`src/rtl/bm_pkg.sv`:
```
package bm_pkg;

  typedef enum logic [2:0] {
    ST_IDLE,
    ST_REQ,
    ST_ADDR,
    ST_CMD,
    ST_STRB,
    ST_NEXT
  } bm_state_t;

  // Pattern table: entries 0..2 fixed, further entries derived.
  function automatic int unsigned pat_addr(input int unsigned i);
    case (i)
      0: return 32'h05;
      1: return 32'h12;
      2: return 32'h2A;
      default: return (i * 11 + 3) % 64;
    endcase
  endfunction

  function automatic int unsigned pat_data(input int unsigned i);
    case (i)
      0: return 32'hA5;
      1: return 32'h3C;
      2: return 32'hF0;
      default: return (i * 37 + 1) % 256;
    endcase
  endfunction

endpackage

```
`src/rtl/bm_datapath.sv`:
```
module bm_datapath #(
  parameter int ADDR_W = 16,
  parameter int DATA_W = 8,
  parameter int N_CYC  = 3,
  parameter int TMO    = 16
) (
  input  logic              clk,
  input  logic              rst,
  input  logic              idx_clr,
  input  logic              idx_inc,
  input  logic              tmo_clr,
  input  logic              tmo_inc,
  input  logic [DATA_W-1:0] data_in,
  output logic [ADDR_W-1:0] addr,
  output logic [DATA_W-1:0] wdata,
  output logic              last,
  output logic              tmo_hit,
  output logic              miss
);
  import bm_pkg::*;

  localparam int IDX_W = (N_CYC > 1) ? $clog2(N_CYC) : 1;
  localparam int TMO_W = $clog2(TMO + 1);

  logic [IDX_W-1:0] idx_q;
  logic [TMO_W-1:0] tmo_q;

  always_ff @(posedge clk) begin
    if (rst) begin
      idx_q <= '0;
      addr  <= '0;
      wdata <= '0;
    end else if (idx_clr) begin
      idx_q <= '0;
      addr  <= ADDR_W'(pat_addr(0));
      wdata <= DATA_W'(pat_data(0));
    end else if (idx_inc) begin
      idx_q <= idx_q + 1'b1;
      addr  <= ADDR_W'(pat_addr(int'(idx_q) + 1));
      wdata <= DATA_W'(pat_data(int'(idx_q) + 1));
    end
  end

  always_ff @(posedge clk) begin
    if (rst || tmo_clr) tmo_q <= '0;
    else if (tmo_inc)   tmo_q <= tmo_q + 1'b1;
  end

  assign last    = (idx_q == IDX_W'(N_CYC - 1));
  assign tmo_hit = (tmo_q == TMO_W'(TMO - 1));
  assign miss    = (data_in != wdata);

endmodule

```
`src/rtl/bm_ctrl.sv`:
```
module bm_ctrl (
  input  logic clk,
  input  logic rst,
  input  logic start_wr,
  input  logic start_rd,
  input  logic gnt,
  input  logic rdy,
  input  logic last,
  input  logic tmo_hit,
  input  logic miss,
  output logic idx_clr,
  output logic idx_inc,
  output logic tmo_clr,
  output logic tmo_inc,
  output logic req,
  output logic as,
  output logic wr,
  output logic rd,
  output logic ds,
  output logic oe,
  output logic done,
  output logic err
);
  import bm_pkg::*;

  bm_state_t st_q, st_d;
  logic is_wr_q;
  logic wr_ok_q;
  logic go_wr, go_rd;

  assign go_wr = (st_q == ST_IDLE) && start_wr;
  assign go_rd = (st_q == ST_IDLE) && !start_wr && start_rd && wr_ok_q;

  always_comb begin
    st_d    = st_q;
    idx_clr = 1'b0;
    idx_inc = 1'b0;
    tmo_clr = 1'b0;
    tmo_inc = 1'b0;
    case (st_q)
      ST_IDLE: if (go_wr || go_rd) begin
        st_d    = ST_REQ;
        idx_clr = 1'b1;
      end
      ST_REQ:  if (gnt) st_d = ST_ADDR;
      ST_ADDR: begin
        st_d    = ST_CMD;
        tmo_clr = 1'b1;
      end
      ST_CMD:  st_d = ST_STRB;
      ST_STRB: begin
        if (rdy) begin
          if (last) st_d = ST_IDLE;
          else begin
            st_d    = ST_NEXT;
            idx_inc = 1'b1;
          end
        end else if (tmo_hit) begin
          st_d = ST_IDLE;
        end else begin
          tmo_inc = 1'b1;
        end
      end
      ST_NEXT: st_d = ST_ADDR;
      default: st_d = ST_IDLE;
    endcase
  end

  always_ff @(posedge clk) begin
    if (rst) begin
      st_q    <= ST_IDLE;
      is_wr_q <= 1'b0;
      wr_ok_q <= 1'b0;
      done    <= 1'b0;
      err     <= 1'b0;
    end else begin
      st_q <= st_d;
      if (go_wr || go_rd) begin
        is_wr_q <= go_wr;
        done    <= 1'b0;
        err     <= 1'b0;
        if (go_wr) wr_ok_q <= 1'b0;
      end
      if (st_q == ST_STRB) begin
        if (rdy) begin
          if (!is_wr_q && miss) err <= 1'b1;
          if (last) begin
            done <= 1'b1;
            if (is_wr_q) wr_ok_q <= 1'b1;
          end
        end else if (tmo_hit) begin
          done <= 1'b1;
          err  <= 1'b1;
          if (is_wr_q) wr_ok_q <= 1'b0;
        end
      end
    end
  end

  // Strobes decoded straight from the state flops.
  assign req = (st_q != ST_IDLE);
  assign as  = (st_q == ST_ADDR) || (st_q == ST_CMD) || (st_q == ST_STRB);
  assign wr  = is_wr_q  && ((st_q == ST_CMD) || (st_q == ST_STRB));
  assign rd  = !is_wr_q && ((st_q == ST_CMD) || (st_q == ST_STRB));
  assign ds  = (st_q == ST_STRB);
  assign oe  = is_wr_q && (st_q == ST_STRB);

endmodule

```
`src/rtl/dma_bus_master.sv`:
```
module dma_bus_master #(
  parameter int ADDR_W = 16,
  parameter int DATA_W = 8,
  parameter int N_CYC  = 3,
  parameter int TMO    = 16
) (
  input  logic              clk,
  input  logic              rst,
  input  logic              do_write_i,
  input  logic              do_read_i,
  output logic              bus_req_o,
  input  logic              bus_gnt_i,
  output logic [ADDR_W-1:0] addr_o,
  output logic [DATA_W-1:0] data_out_o,
  input  logic [DATA_W-1:0] data_in_i,
  output logic              data_oe_o,
  output logic              as_o,
  output logic              wr_o,
  output logic              rd_o,
  output logic              ds_o,
  input  logic              rdy_i,
  output logic              done_o,
  output logic              err_o
);

  logic idx_clr, idx_inc, tmo_clr, tmo_inc;
  logic last, tmo_hit, miss;

  bm_ctrl u_ctrl (
    .clk      (clk),
    .rst      (rst),
    .start_wr (do_write_i),
    .start_rd (do_read_i),
    .gnt      (bus_gnt_i),
    .rdy      (rdy_i),
    .last     (last),
    .tmo_hit  (tmo_hit),
    .miss     (miss),
    .idx_clr  (idx_clr),
    .idx_inc  (idx_inc),
    .tmo_clr  (tmo_clr),
    .tmo_inc  (tmo_inc),
    .req      (bus_req_o),
    .as       (as_o),
    .wr       (wr_o),
    .rd       (rd_o),
    .ds       (ds_o),
    .oe       (data_oe_o),
    .done     (done_o),
    .err      (err_o)
  );

  bm_datapath #(
    .ADDR_W (ADDR_W),
    .DATA_W (DATA_W),
    .N_CYC  (N_CYC),
    .TMO    (TMO)
  ) u_dp (
    .clk     (clk),
    .rst     (rst),
    .idx_clr (idx_clr),
    .idx_inc (idx_inc),
    .tmo_clr (tmo_clr),
    .tmo_inc (tmo_inc),
    .data_in (data_in_i),
    .addr    (addr_o),
    .wdata   (data_out_o),
    .last    (last),
    .tmo_hit (tmo_hit),
    .miss    (miss)
  );

endmodule

```
`config.mk`:
```
export PLATFORM = sky130hd
export DESIGN_NAME = dma_bus_master
export DESIGN_NICKNAME = d
export VERILOG_FILES = /design/src/rtl/bm_pkg.sv /design/src/rtl/bm_datapath.sv /design/src/rtl/bm_ctrl.sv /design/src/rtl/dma_bus_master.sv
export SDC_FILE = /design/constraint.sdc
export NUM_CORES = 1
export LEC_CHECK = 0
export BUFFER_PORTS_ARGS = -buffer_cell sky130_fd_sc_hd__buf_2
export CAP_MARGIN = 20
export CELL_PAD_IN_SITES_DETAIL_PLACEMENT = 0
export CELL_PAD_IN_SITES_GLOBAL_PLACEMENT = 1
export CORE_MARGIN = 2
export CORE_UTILIZATION = 40
export DETAILED_ROUTE_END_ITERATION = 10
export PLACE_DENSITY = 0.95
export SYNTH_ARGS = -nofsm -noshare
export SYNTH_HDL_FRONTEND = slang
export SYNTH_HIERARCHICAL = 1
export SYNTH_SLANG_ARGS = --single-unit
```
`constraint.sdc`:
```
create_clock -name clk -period 4.85 [get_ports clk]
set_input_delay 0.97 -clock clk [delete_from_list [all_inputs] [get_ports clk]]
set_output_delay 0.97 -clock clk [all_outputs]
set_load 0.05 [all_outputs]
```
==> out/qor.csv <==
stage;metric;value;unit
setup_path;r2r_start;u_dp/idx_q[0];
power;share_seq_of_total_power;49.5;%
detailed_routing;via_count;1139;
synthesis;synth_edf_count;0;
placement;number_of_buffers_inserted_by_port_buffering;35;
detailed_routing;drt_first_pass_iters;4;
setup_path;critical_path_arrival;1680;ps
cts;cts-resized-gates;0;
detailed_routing;drt-total-wl;2920;µm
cts;clkSinkCount;25;
global_route;grt_antenna_before_repair;0;
power;power_switching;0.153;mW
cts;tritoncts;built;
die;start_util;41.3;%
timing;fmax;0.377;GHz
synthesis;yosysWarnings;6;
worst_hold_path;timing.hold.worst.class;reg2reg;
timing;finalMaxSlewViolations;0;
synthesis;synth_async_sr_flop_share;0;%
die;fp.dieArea;0.00423;mm²
die;placement_rows;22;
global_route;grt_pass1_vias;1023;
final_layout;drive_gt1_share;26.2;%
die;design.portCount;46;
die;chipHeight;65.0;µm
die;fp.dieW;65.0;µm
timing;timing.max_slew.rel_slack;47.5;%
cts;worst_setup_hold_path_clk_slew;90;ps
detailed_routing;vias_per_cell;4.77;
synthesis;synthFlopType;dfxtp_1;
global_route;grt_overflow_total;0;
final_layout;fillers;376;
detailed_routing;drt-wirelength-per-cell;12.2;µm
detailed_routing;drt-initial-drc-count;59;
placement;worst_setup_slack_before_clock_tree_synthesis;2270;ps
timing;timing.final.crit_share;54.7;%
cts;max-clock-path-buffers;2;
placement;gpl.final_weighted_congestion;0.764;
outcome;status;finished clean;
final_layout;antennaDiodeCount;0;
power;power.density;273;mW/mm²
timing;fin_ws;2200;ps
power;clock_power_share;27.6;%
synthesis;ys_seq_elements;25;
global_route;grt_util_overall;13.9;%
setup_path;reg2regPathDepth;7;
timing;max_slew.worst_pin.slew;781;ps
power;part_of_the_total_power_dissipated_in_combinational_logic;22.9;%
power;switching_share;34.1;%
final_layout;nNetsFinal;216;
cts;cts_made_buffers;3;
cts;post_cts_hold_buffer_count;0;
timing;post-route-min-period;2650;ps
worst_hold_path;whs_path_depth;2;
timing;setup-tns-final;0;ps
power;intPower;0.296;mW
synthesis;syn-cell-area;0.00149;mm²
global_route;grt_pass1_wl;4650;µm
worst_hold_path;holdCritStartpoint;u_ctrl/err;
detailed_routing;detail_route.drc_violations;0;
global_route;grt_start_max_net_pins;20;
timing;final_hold_viol_count;0;
power;leakage_power_figure;0.718;nW
synthesis;share_of_synthesized_area_occupied_by_flip_flops_and_latches;33.6;%
run;timing.max_cap.violations;0;
setup_path;critical_path_fanout_max;8;
setup_path;timing.setup.critical_path_class;reg2out;
timing;unrepaired_setup_endpoints_after_global_routing;no;
synthesis;synth_cells;164;
power;peak_supply_drop;158;µV
cts;worst_skew_pair.late_latency;260;ps
setup_path;setup.worst_path.start;u_ctrl/st_q[2];
setup_path;setup.worst_path.start_class;register;
synthesis;syn_avg_cell_area;9.08;µm²
synthesis;count_of_distinct_cell_types_in_the_synthesized_netlist;44;
final_layout;synthToLayoutAreaGrowth;10.3;%
detailed_routing;antenna_violating_nets_post_route;0;
timing;finClkSkew;2.91;ps
die;design.core.area;0.00361;mm²
cts;cts-root-buf;clkbuf_8;
timing;timing.final.setup_violations;0;
placement;dp_hpwl;2200;µm
setup_path;timing.critical_path.to_type;primary output;
cts;cts.repair_timing.setup_buffer_count;0;
cts;htree_num_levels;1;
setup_path;cp.required;3880;ps
[layout make-up]
type | instances | area (µm²) | area share, %
inverter | 8 | 30.0 | 1.83
tap | 48 | 60.1 | 3.66
timing repair buffer | 35 | 175 | 10.7
clock buffer | 3 | 41.3 | 2.52
multi-input combinational | 119 | 830 | 50.5
clock inverter | 1 | 5.00 | 0.305
sequential | 25 | 500 | 30.5
[flip-flops by register name, indices dropped and copies added, names as in the netlist]
| register | cells |
|---|---|
| u_dp/addr | 6 |
| u_dp/wdata | 6 |
| u_dp/tmo_q | 5 |
| u_ctrl/st_q | 3 |
| u_ctrl/done | 1 |
| u_ctrl/err | 1 |
| u_ctrl/is_wr_q | 1 |
| u_ctrl/wr_ok_q | 1 |
| u_dp/idx_q | 1 |
[worst paths after layout]
kind	endpoint	slack [ps]
worst max-delay path	data_oe_o	2200
worst min-delay path	u_ctrl/err	490
worst max register to register	u_dp/addr[2]	2430
worst min register to register	u_ctrl/err	490
[cell usage after synthesis (all sizes together) (2+ instances only)]
cell type	count	share of area, %
nor4	2	0.84
nor3b	2	1.8
nor3	6	2.0
inv	8	2.0
and2	2	0.84
o21ai	7	2.4
nor2	16	4.2
dfxtp	25	34
nand2b	3	1.3
ha	10	8.4
buf	20	11
nand2	8	2.0
a211oi	4	3.4
or2	2	0.84
xor2	10	5.9
a21oi	11	3.7
and3	2	0.84
a221oi	2	1.6
mux2i	4	2.7
xnor2	4	2.4
[per-layer routing]
| layer | track usage, % | wire [µm] |
|---|---|---|
| met4 | 5.47 | 29 |
| met5 | 0 | 0 |
| met3 | 2.08 | 129 |
| met2 | 22.4 | 1320 |
| met1 | 18.8 | 1440 |
[critical path: stages (launching register included)]
cell and delay, ps:
dfxtp_1 430, or3b_1 490, inv_2 130, and2_1 120, buf_2 250
[logic make-up after synthesis]
kind of cell             count (synthesis)  share of synthesized area [%]
AND/OR/NAND/NOR                         49                           17.6
adder cells (fa/ha/maj)                 10                           8.40
buffers and inverters                   29                           12.9
XOR/XNOR                                14                           8.23
other                                    1                          0.252
flip-flops                              25                           33.6
AO/OA/AOI/OAI                           32                           16.2
multiplexers                             4                           2.69
[stage by stage]
step / util [%] / total power [mW] / cells / area, µm² / hold slack [ps]
finish: 45.5 / 0.449 / 239 / 1640 / 486
CTS: 45.5 / 0.452 / 239 / 1640 / 484
floorplan: - / 0.317 / 173 / 1520 / 482
global placement: 44.2 / 0.328 / 235 / 1600 / 460
detailed placement: 44.2 / 0.329 / 235 / 1600 / 469
global route: 45.5 / 0.468 / 239 / 1640 / 506
[power groups by stage]
stage,clock network [mW],registers (mW),logic [mW]
after global routing,0.136,0.224,0.109
after detailed placement,0,0.227,0.103
after global placement,0,0.227,0.101
after CTS,0.127,0.222,0.103
after floorplan,0,0.241,0.0755
final,0.124,0.222,0.103
[cells in the final DEF, fill, tap and decap left out, drive strengths merged, types with 2 or more instances in the layout]
| cell | count |
|---|---|
| a211oi | 4 |
| a21oi | 11 |
| a221oi | 2 |
| and2 | 2 |
| and3 | 2 |
| buf | 35 |
| clkbuf | 3 |
| conb | 10 |
| dfxtp | 25 |
| ha | 10 |
| inv | 8 |
| mux2i | 4 |
| nand2 | 8 |
| nand2b | 3 |
| nor2 | 16 |
| nor3 | 6 |
| nor3b | 2 |
| nor4 | 2 |
| o21ai | 7 |
| or2 | 2 |
| xnor2 | 4 |
| xor2 | 10 |
No activity file was read; power rests on OpenSTA's default activity.
